**config.mk**
```make
export PLATFORM = sky130hd
export DESIGN_NAME = cxdsm_demux
export DESIGN_NICKNAME = d
export VERILOG_FILES = /design/src/rtl/cxdsm_pkg.sv /design/src/rtl/cxdsm_integ.sv /design/src/rtl/cxdsm_quant.sv /design/src/rtl/cxdsm_fbgen.sv /design/src/rtl/cxdsm_demux.sv
export SDC_FILE = /design/constraint.sdc
export NUM_CORES = 2
export LEC_CHECK = 0
export ABC_CLOCK_PERIOD_IN_PS = 24000
export CAP_MARGIN = 30
export CORE_UTILIZATION = 50
export CTS_CLUSTER_SIZE = 20
export DETAILED_ROUTE_END_ITERATION = 10
export DONT_BUFFER_PORTS = 1
export HOLD_SLACK_MARGIN = 0.12
export REMOVE_ABC_BUFFERS = 1
export SKIP_CTS_REPAIR_TIMING = 1
export SLEW_MARGIN = 30
export SYNTH_ARGS = -nofsm -noshare
export SYNTH_HDL_FRONTEND = slang
export SYNTH_SLANG_ARGS = --single-unit
```
**constraint.sdc**
```tcl
create_clock -name clk -period 24 [get_ports clk]
set_input_delay 4.8 -clock clk [delete_from_list [all_inputs] [get_ports clk]]
set_output_delay 4.8 -clock clk [all_outputs]
set_load 0.01 [all_outputs]
```
**src/rtl/cxdsm_pkg.sv**
```systemverilog
package cxdsm_pkg;

    localparam int SAMPLE_W  = 16;
    localparam int ACC_W     = 20;
    localparam int LEVEL_W   = 16;
    localparam int PHASE_W   = 4;
    localparam int UNIT_W    = 16;
    localparam int TAN_FRAC  = 16;
    // tan(22.5 deg) scaled by 2**TAN_FRAC
    localparam logic [TAN_FRAC-1:0] TAN_SECTOR = 16'd27146;

    typedef enum logic [1:0] {
        LVL_ZERO  = 2'd0,
        LVL_MOD   = 2'd1,
        LVL_CREST = 2'd2
    } level_e;

    typedef struct packed {
        logic signed [UNIT_W-1:0] re;
        logic signed [UNIT_W-1:0] im;
    } cplx_t;

    // cos((2s+1)*11.25 deg) in Q1.15
    function automatic logic signed [UNIT_W-1:0] base_cos(input logic [1:0] s);
        logic signed [UNIT_W-1:0] r;
        case (s)
            2'd0:    r = 16'sd32138;
            2'd1:    r = 16'sd27246;
            2'd2:    r = 16'sd18205;
            default: r = 16'sd6393;
        endcase
        return r;
    endfunction

    // unit vector at the centre of sector code
    function automatic cplx_t unit_vec(input logic [PHASE_W-1:0] code);
        cplx_t b;
        cplx_t r;
        b.re = base_cos(code[1:0]);
        b.im = base_cos(2'd3 - code[1:0]);
        case (code[3:2])
            2'd0: r = b;
            2'd1: begin r.re = -b.im; r.im =  b.re; end
            2'd2: begin r.re = -b.re; r.im = -b.im; end
            default: begin r.re = b.im; r.im = -b.re; end
        endcase
        return r;
    endfunction

endpackage

```
**src/rtl/cxdsm_integ.sv**
```systemverilog
module cxdsm_integ #(
    parameter int DATA_W = 16,
    parameter int FB_W   = 18,
    parameter int ACC_W  = 20
) (
    input  logic                     clk,
    input  logic                     srst,
    input  logic                     en,
    input  logic signed [DATA_W-1:0] x,
    input  logic signed [FB_W-1:0]   fb,
    output logic signed [ACC_W-1:0]  acc
);

    localparam int SUM_W = ACC_W + 2;
    localparam logic signed [ACC_W-1:0] ACC_MAX = {1'b0, {(ACC_W-1){1'b1}}};
    localparam logic signed [ACC_W-1:0] ACC_MIN = {1'b1, {(ACC_W-1){1'b0}}};

    logic signed [SUM_W-1:0] delta;
    logic signed [SUM_W-1:0] sum;
    logic signed [ACC_W-1:0] acc_d;
    logic signed [ACC_W-1:0] acc_q;

    always_comb begin
        delta = SUM_W'(x) - SUM_W'(fb);
        sum   = SUM_W'(acc_q) + delta;
        if (sum > SUM_W'(ACC_MAX))
            acc_d = ACC_MAX;
        else if (sum < SUM_W'(ACC_MIN))
            acc_d = ACC_MIN;
        else
            acc_d = sum[ACC_W-1:0];
    end

    always_ff @(posedge clk) begin
        if (srst)
            acc_q <= '0;
        else if (en)
            acc_q <= acc_d;
    end

    assign acc = acc_q;

    AST_SAT_HIGH: assert property (@(posedge clk) disable iff (srst)
        (en && acc_q == ACC_MAX && delta > 0) |=> (acc_q == ACC_MAX));
    AST_SAT_LOW: assert property (@(posedge clk) disable iff (srst)
        (en && acc_q == ACC_MIN && delta < 0) |=> (acc_q == ACC_MIN));

endmodule

```
**src/rtl/cxdsm_quant.sv**
```systemverilog
module cxdsm_quant
    import cxdsm_pkg::*;
#(
    parameter int DATA_W = 16,
    parameter int ACC_W  = 20
) (
    input  logic signed [ACC_W-1:0] vi,
    input  logic signed [ACC_W-1:0] vq,
    output level_e                  level,
    output logic [PHASE_W-1:0]      code
);

    localparam int MAG_W = ACC_W + 1;
    localparam int SQ_W  = 2 * MAG_W + 1;
    localparam int TP_W  = MAG_W + TAN_FRAC;
    localparam longint LO_MAG = longint'(1) << (DATA_W - 3);
    localparam longint HI_MAG = 3 * LO_MAG;
    localparam logic [SQ_W-1:0] LO_SQ = SQ_W'(LO_MAG * LO_MAG);
    localparam logic [SQ_W-1:0] HI_SQ = SQ_W'(HI_MAG * HI_MAG);

    logic signed [MAG_W-1:0] ei, eq;
    logic [MAG_W-1:0] ai, aq, ax, ay;
    logic [SQ_W-1:0]  mag2;
    logic [TP_W-1:0]  y_sh, x_sh, x_t, y_t;
    logic [1:0]       quad;
    logic [1:0]       sub;

    always_comb begin
        ei   = {vi[ACC_W-1], vi};
        eq   = {vq[ACC_W-1], vq};
        ai   = ei[MAG_W-1] ? MAG_W'(-ei) : MAG_W'(ei);
        aq   = eq[MAG_W-1] ? MAG_W'(-eq) : MAG_W'(eq);
        mag2 = SQ_W'(ai) * SQ_W'(ai) + SQ_W'(aq) * SQ_W'(aq);

        if (mag2 < LO_SQ)
            level = LVL_ZERO;
        else if (mag2 <= HI_SQ)
            level = LVL_MOD;
        else
            level = LVL_CREST;

        quad = {vq[ACC_W-1], vi[ACC_W-1] ^ vq[ACC_W-1]};
        ax   = quad[0] ? aq : ai;
        ay   = quad[0] ? ai : aq;
        y_sh = TP_W'(ay) << TAN_FRAC;
        x_sh = TP_W'(ax) << TAN_FRAC;
        x_t  = TP_W'(ax) * TP_W'(TAN_SECTOR);
        y_t  = TP_W'(ay) * TP_W'(TAN_SECTOR);

        if (y_sh < x_t)
            sub = 2'd0;
        else if (ay < ax)
            sub = 2'd1;
        else if (x_sh > y_t)
            sub = 2'd2;
        else
            sub = 2'd3;

        code = {quad, sub};
    end

endmodule

```
**src/rtl/cxdsm_fbgen.sv**
```systemverilog
module cxdsm_fbgen
    import cxdsm_pkg::*;
#(
    parameter int LVL_W   = 16,
    parameter int FB_W    = 18,
    parameter int MOD_AMP = 16384
) (
    input  level_e                  level,
    input  logic [PHASE_W-1:0]      code,
    input  logic [LVL_W-1:0]        crest_level,
    output logic signed [FB_W-1:0]  fb_i,
    output logic signed [FB_W-1:0]  fb_q
);

    localparam int PROD_W = LVL_W + 1 + UNIT_W;
    localparam logic [LVL_W-1:0] MOD_VAL = LVL_W'(MOD_AMP);

    cplx_t                    u;
    logic [LVL_W-1:0]         amp;
    logic signed [PROD_W-1:0] prod_i, prod_q, sh_i, sh_q;

    always_comb begin
        u = unit_vec(code);
        unique case (level)
            LVL_ZERO:  amp = '0;
            LVL_MOD:   amp = MOD_VAL;
            LVL_CREST: amp = crest_level;
            default:   amp = '0;
        endcase
        prod_i = PROD_W'($signed({1'b0, amp})) * PROD_W'(u.re);
        prod_q = PROD_W'($signed({1'b0, amp})) * PROD_W'(u.im);
        sh_i   = prod_i >>> (UNIT_W - 1);
        sh_q   = prod_q >>> (UNIT_W - 1);
        fb_i   = sh_i[FB_W-1:0];
        fb_q   = sh_q[FB_W-1:0];
    end

endmodule

```
**src/rtl/cxdsm_demux.sv**
```systemverilog
module cxdsm_demux
    import cxdsm_pkg::*;
#(
    parameter int DATA_W = SAMPLE_W,
    parameter int INT_W  = ACC_W,
    parameter int LVL_W  = LEVEL_W
) (
    input  logic                      clk,
    input  logic                      srst,
    input  logic                      in_valid,
    output logic                      in_ready,
    input  logic signed [DATA_W-1:0]  in_i,
    input  logic signed [DATA_W-1:0]  in_q,
    input  logic [LVL_W-1:0]          crest_level,
    output logic                      out_valid,
    output logic                      mod_on,
    output logic [PHASE_W-1:0]        mod_phase,
    output logic                      crest_on,
    output logic [PHASE_W-1:0]        crest_phase
);

    localparam int FB_W    = LVL_W + 2;
    localparam int MOD_AMP = 2 ** (DATA_W - 2);
    localparam int AXES    = 2;

    logic                     accept;
    logic signed [DATA_W-1:0] x_ax   [AXES];
    logic signed [FB_W-1:0]   fb_ax  [AXES];
    logic signed [INT_W-1:0]  acc_ax [AXES];
    level_e                   lvl_d, lvl_q;
    logic [PHASE_W-1:0]       code_d, code_q;

    assign in_ready = ~srst;
    assign accept   = in_valid & in_ready;
    assign x_ax[0]  = in_i;
    assign x_ax[1]  = in_q;

    for (genvar ax = 0; ax < AXES; ax++) begin : g_axis
        cxdsm_integ #(
            .DATA_W (DATA_W),
            .FB_W   (FB_W),
            .ACC_W  (INT_W)
        ) u_integ (
            .clk  (clk),
            .srst (srst),
            .en   (accept),
            .x    (x_ax[ax]),
            .fb   (fb_ax[ax]),
            .acc  (acc_ax[ax])
        );
    end

    cxdsm_quant #(
        .DATA_W (DATA_W),
        .ACC_W  (INT_W)
    ) u_quant (
        .vi    (acc_ax[0]),
        .vq    (acc_ax[1]),
        .level (lvl_d),
        .code  (code_d)
    );

    cxdsm_fbgen #(
        .LVL_W   (LVL_W),
        .FB_W    (FB_W),
        .MOD_AMP (MOD_AMP)
    ) u_fbgen (
        .level       (lvl_d),
        .code        (code_d),
        .crest_level (crest_level),
        .fb_i        (fb_ax[0]),
        .fb_q        (fb_ax[1])
    );

    // state register
    always_ff @(posedge clk) begin
        if (srst) begin
            lvl_q     <= LVL_ZERO;
            code_q    <= '0;
            out_valid <= 1'b0;
        end else begin
            out_valid <= accept;
            if (accept) begin
                lvl_q  <= lvl_d;
                code_q <= code_d;
            end
        end
    end

    // outputs from state
    always_comb begin
        mod_on      = 1'b0;
        crest_on    = 1'b0;
        mod_phase   = '0;
        crest_phase = '0;
        unique case (lvl_q)
            LVL_ZERO: ;
            LVL_MOD: begin
                mod_on    = 1'b1;
                mod_phase = code_q;
            end
            LVL_CREST: begin
                crest_on    = 1'b1;
                crest_phase = code_q;
            end
            default: ;
        endcase
    end

    AST_STREAMS_EXCLUSIVE: assert property (@(posedge clk) disable iff (srst)
        !(mod_on && crest_on));
    AST_HOLD_IDLE: assert property (@(posedge clk) disable iff (srst)
        !accept |=> ($stable(lvl_q) && $stable(code_q)));
    AST_VALID_FOLLOWS: assert property (@(posedge clk) disable iff (srst)
        accept |=> out_valid);
    AST_NO_VALID_IDLE: assert property (@(posedge clk) disable iff (srst)
        !accept |=> !out_valid);

endmodule

```
Yosys cells after proc, flatten, opt, wreduce, memory -nomap -nowiden. Cells that the tools add are included.

Add/subtract/negate cells: 10. Order comparisons: 9. $mul: 6. Mux-type cells: 21. Reduce and logical (&&, ||, !) cells: 3. Equal/unequal tests: 10. Bitwise logic cells: 3.

Operator list (count): 32-bit one-hot mux with 3 select lines (1); 15-bit one-hot mux with 3 select lines (2); 21-bit by 21-bit multiplier with 42-bit output (2); 21-bit two-way mux (4); 20-bit two-way mux (4); 21-bit by 14-bit multiplier with 35-bit output (second input constant) (2); 17-bit by 16-bit multiplier with 33-bit output (2); 22-bit by 20-bit greater-than comparator with 1-bit output (second input constant) (2); 22-bit by 20-bit less-than comparator with 1-bit output (second input constant) (2); 42-bit by 42-bit adder with 43-bit output (1); 43-bit by 30-bit less-or-equal comparator with 1-bit output (second input constant) (1); 43-bit by 27-bit less-than comparator with 1-bit output (second input constant) (1); 20-bit by 19-bit adder with 21-bit output (2); 20-bit negation with 21-bit output (2); 16-bit by 18-bit subtractor with 19-bit output (2); 37-bit by 36-bit greater-than comparator with 1-bit output (1); 37-bit by 36-bit less-than comparator with 1-bit output (1); 15-bit negation with 16-bit output (2); 16-bit one-hot mux with 2 select lines (1); 21-bit less-than comparator (1); 2-bit by 1-bit == test with 1-bit output (second input constant) (5); 2-bit == test (second input constant) (5); 2-bit two-way mux (4); 4-bit two-way mux (2); 6 further kinds (10).

Logic and storage cells: 67. Register bits: 47. Output and inout bits: 12. Bits of input ports: 51.

Longest topological paths before layout.
Word-level depth: 19. Gate-level depth with buffers: 94. Mapped depth without buffers: 91.

Modules after synthesis. A second synthesis with hierarchy kept.

Cell total of the unflattened synthesis: 6664. Area total of the unflattened synthesis: 58766.4 sq um.

By module, submodules not included: cxdsm_quant (cells an instance 3929, sequential area each 0.0 sq um, times used 1, area an instance 35634.2 sq um); cxdsm_fbgen (cells an instance 2063, sequential area each 0.0 sq um, times used 1, area an instance 17291.6 sq um); cxdsm_integ (cells an instance 319, sequential area each 400.4 sq um, times used 2, area an instance 2756.4 sq um); cxdsm_demux (cells an instance 34, sequential area each 140.1 sq um, times used 1, area an instance 327.8 sq um).

Worst setup path after synthesis. No wires, ideal clock.

Kind: register to register. Start point: register g_axis[0].u_integ.acc_q[0]. End point: register g_axis[1].u_integ.acc_q[10]. Stages on the path, launching flop included: 82. Path buffers: 9. Setup time: 0.119 ns. Arrival time: 19.909 ns. Required time: 23.881 ns. Slack: 3.972 ns. Path through: dfxtp_1 > inv_1 > clkbuf_1 > ha_1 > nand2_1 > or3_1 > nand2b_1 > or4_1 > or4_1 > o41ai_1 > xor2_1 > inv_2 > clkbuf_1 > nand2_1 > inv_1 > fa_1 > inv_1 > fa_1 > [... 46 more ...] > a21o_1 > a21oi_1 > o21bai_1 > a21oi_1 > o21bai_1 > a21oi_1 > o21ai_1 > a2111oi_0 > o311ai_1 > a21o_1 > a21oi_1 > o21bai_1 > a21oi_1 > xnor2_1 > clkbuf_1 > clkbuf_1 > a21oi_1 > o221a_2.

Cells in the longest elaborated chain, start to end: 19.

RTL lines: start: declaration (line cxdsm_integ.sv:21) `logic signed [ACC_W-1:0] acc_q;`; start signal: assignment (line cxdsm_integ.sv:36) `acc_q <= '0;`; start signal: assignment (line cxdsm_integ.sv:38) `acc_q <= acc_d;`; 20-bit negation with 21-bit output (line cxdsm_quant.sv:31) `ai = ei[MAG_W-1] ? MAG_W'(-ei) : MAG_W'(ei);`; 21-bit two-way mux (*) (line cxdsm_quant.sv:31); 21-bit two-way mux (line cxdsm_quant.sv:44) `ay = quad[0] ? ai : aq;`; 21-bit by 14-bit multiplier with 35-bit output (line cxdsm_quant.sv:48) `y_t = TP_W'(ay) * TP_W'(TAN_SECTOR);`; 37-bit by 36-bit greater-than comparator with 1-bit output (line cxdsm_quant.sv:54) `else if (x_sh > y_t)`; 1-bit two-way mux (line cxdsm_quant.sv:54); 2-bit two-way mux (line cxdsm_quant.sv:52) `else if (ay < ax)`; 2-bit two-way mux (line cxdsm_quant.sv:50) `if (y_sh < x_t)`; [... 3 more ...]; 15-bit negation with 16-bit output (line cxdsm_pkg.sv:44) `2'd2: begin r.re = -b.re; r.im = -b.im; end`; 32-bit one-hot mux with 3 select lines (line cxdsm_pkg.sv:41) `case (code[3:2])`; 17-bit by 16-bit multiplier with 33-bit output (*) (line cxdsm_fbgen.sv:31) `prod_q = PROD_W'($signed({1'b0, amp})) * PROD_W'(u.im);`; 16-bit by 18-bit subtractor with 19-bit output (*) (line cxdsm_integ.sv:24) `delta = SUM_W'(x) - SUM_W'(fb);`; 20-bit by 19-bit adder with 21-bit output (*) (line cxdsm_integ.sv:25) `sum = SUM_W'(acc_q) + delta;`; 22-bit by 20-bit less-than comparator with 1-bit output (line cxdsm_integ.sv:28) `else if (sum < SUM_W'(ACC_MIN))`; 20-bit two-way mux (line cxdsm_integ.sv:28); 20-bit two-way mux (*) (line cxdsm_integ.sv:26) `if (sum > SUM_W'(ACC_MAX))`; end signal: assignment (line cxdsm_integ.sv:36); end signal: assignment (line cxdsm_integ.sv:38); end: declaration (line cxdsm_integ.sv:21).

Every way passes the cells marked *; elsewhere a longest branch is shown, timed or not. A chain may end at the register's enable or synchronous reset.

Worst setup path after layout.
Start point: register g_axis[0].u_integ.acc_q[0]. End point: register g_axis[1].u_integ.acc_q[4].

Same word-level chain as after synthesis.

==> results_dict.tcl <==
set metrics [dict create \
    drtIter0Drc 2698 \
    netlist-cell-type-count 93 \
    syn_to_final_growth_pct 5.11 \
    rsz0062_at_grt "false" \
    synth_xor_area_share_pct 3.28 \
    finalSetupViolCount 0 \
    die_w_um 337 \
    die_area_um2 113000 \
    drv_cap 0 \
    ff2ff_path_depth 76 \
    antenna_found_initial 2 \
    netlist_instances 6189 \
    hp-class "flop to flop" \
    clock_sinks 47 \
    cts.root.buffer_cell "clkbuf_16" \
    syn-cell-area_um2 56100 \
    synth_compound_gate_area_share_pct 8.64 \
    min_period_ps 22640 \
    r2r_slack_ps 1360 \
    io_buffers 0 \
    synth_common_cells "inv_1, fa_1, ha_1, nand2_1, nor2_1" \
    yosysWarnings 0 \
    coreArea_um2 111000 \
    path_class "flop to flop" \
    gp_congestion 0.977 \
    synth_top_area_share_pct 44.7 \
    hold_viol_final 0 \
    diodes 0 \
    grt_usage_pct 30.9 \
    drive_above_1_share_pct 4.04 \
    m1WireLength_um 69000 \
    postSynthAreaPerCell_um2 9.06 \
    fmax_mhz 44.2 \
    ant_nets 0 \
    wl_met2_um 81500 \
    synth_flop_cell "dfxtp_1" \
    path_common_cell "fa_1" \
    cts_tree "yes" \
    r2r_end "g_axis[1].u_integ.acc[4]" \
    synth_top_family_by_area "adder cells" \
    critPathMaxFanout 41 \
    ys_ff_latch 47 \
    synth.area.top_cells "fa_1, ha_1, inv_1" \
    via_count 42152 \
    grt_pass1_vias 45059 \
    worst_path_max_delay_cell "o21ai_0" \
    hold_start "lvl_q[0]" \
    holdPathEnd "lvl_q[0]" \
    slew_headroom_pct 34.8 \
    numCtsBuffers 5 \
    holdPathStages 2 \
    clkTransAtPathRegs_ps 80 \
    fin_skew_ps 13.8 \
    overflow 0 \
    wire_per_inst_um 21.9 \
    firstDrtPassIters 5 \
    fin_setup_tns_ps 0 \
    wl_um 170000 \
    dr_wl_met3_um 9740 \
    crit_path_start_kind "flop" \
    num_io_pins 63 \
    grt_pass1_wl_um 263000 \
    post-dp-hpwl_um 145000 \
    cp.required_ps 24200 \
    ys_async_sr_fraction_pct 0 \
    final_nets 8426 \
    slew_violations 0 \
    htreeDepth 2 \
    rows 122 \
    r2r-start "g_axis[0].u_integ.acc[0]" \
    clock_path_buffers 2 \
    initial_core_util_pct 50.5 \
    synth-simple-area-share_pct 10.6 \
    synth_edf_count 0 \
    viasPerCell 5.44 \
    synth.area.mux_share_pct 0.538 \
    grt_max_degree 89 \
    cp.arrival_ps 22830 \
    ys_seq_area_share_pct 1.68 \
    yosysTopAreaCell "fa_1" \
    crit_path_end_kind "flop" \
    slowest_delay_ps 720 \
    synth_fa_ha_area_share_pct 64.0 \
    highest_layer "met5" \
    status "finished clean" \
    period_share_pct 94.3 \
    synth_most_common_cell "inv_1" \
    clk_latency_ps 310 \
    dieHeight_um 337 \
    drc 0 \
    worst_pin_slew_ps 973 \
]
[state kept, by name (all words and copies together) (netlist names)]
register,count
out_valid,1
g_axis.u_integ.acc,40
code_q,4
lvl_q,2
[placed cells by master, fill, tap and decap left out, drive strengths merged, types with 54 or more instances in the layout]
cell   count
conb     112
fa      1252
a21oi    227
ha       863
xor2      85
xnor2    125
nor2     452
buf      124
a21o      72
nand3     54
nand2    590
inv     1501
o21ai    165
[logic make-up (layout without fill, tap and decap cells)]
logic type | Yosys count | in the layout
compound gates | 730 | 730
xor+xnor | 210 | 210
fa+ha+maj | 2115 | 2115
buf+inv | 1683 | 1645
flops | 47 | 47
mux | 29 | 29
other cells | 2 | 112
simple gates | 1373 | 1373
[worst max path at each step]
stage	start	end	slack, ps	cells past startpoint
CTS	g_axis[0].u_integ.acc[0]	g_axis[1].u_integ.acc[4]	800	74
finish	g_axis[0].u_integ.acc[0]	g_axis[1].u_integ.acc[4]	1360	76
global route	g_axis[0].u_integ.acc[0]	g_axis[1].u_integ.acc[6]	150	75
global placement	g_axis[0].u_integ.acc[0]	g_axis[1].u_integ.acc[4]	730	74
floorplan	g_axis[1].u_integ.acc[19]	g_axis[0].u_integ.acc[10]	3220	72
detailed placement	g_axis[0].u_integ.acc[0]	g_axis[1].u_integ.acc[4]	870	74
[routing by layer]
layer  global-route usage, %  vias to the layer above
met3                    3.49                      348
met5                       0                        -
met4                    14.0                        2
met2                    52.6                     1190
met1                    39.4                    21424
li1                        -                    19188
[layout make-up]
type	count	area [um^2]
inverters	1513	5690
multi-input cells	4569	49400
clock buffers	5	125
repair buffers	124	928
clock inverters	3	43.8
well taps	1488	1860
fillers	10498	52000
flip-flops and latches	47	941
[critical path, delay by kind of cell (launching register included)]
kind | cells | cell delay, ps
fa+ha+maj | 19 | 8870
compound gates | 24 | 6000
simple gates | 16 | 4240
buf+inv | 13 | 2020
xor+xnor | 4 | 1020
flops | 1 | 300
[metrics by stage]
stage          hold WS, ps  setup WS (ps)  cells  util, %  cell area [um^2]
3_3_place_gp           508            729   7737     52.9             58700
4_1_cts                550            797   7745     53.0             58900
6_report               546           1360   7749     53.1             58900
2_1_floorplan          448           3220   6129        -             55800
5_1_grt                583            153   7749     53.1             58900
3_5_place_dp           536            867   7737     52.9             58700
Power is left out: the tool's default activity adds up to more than one toggle a clock period on the data nets, which glitch-free logic cannot reach.
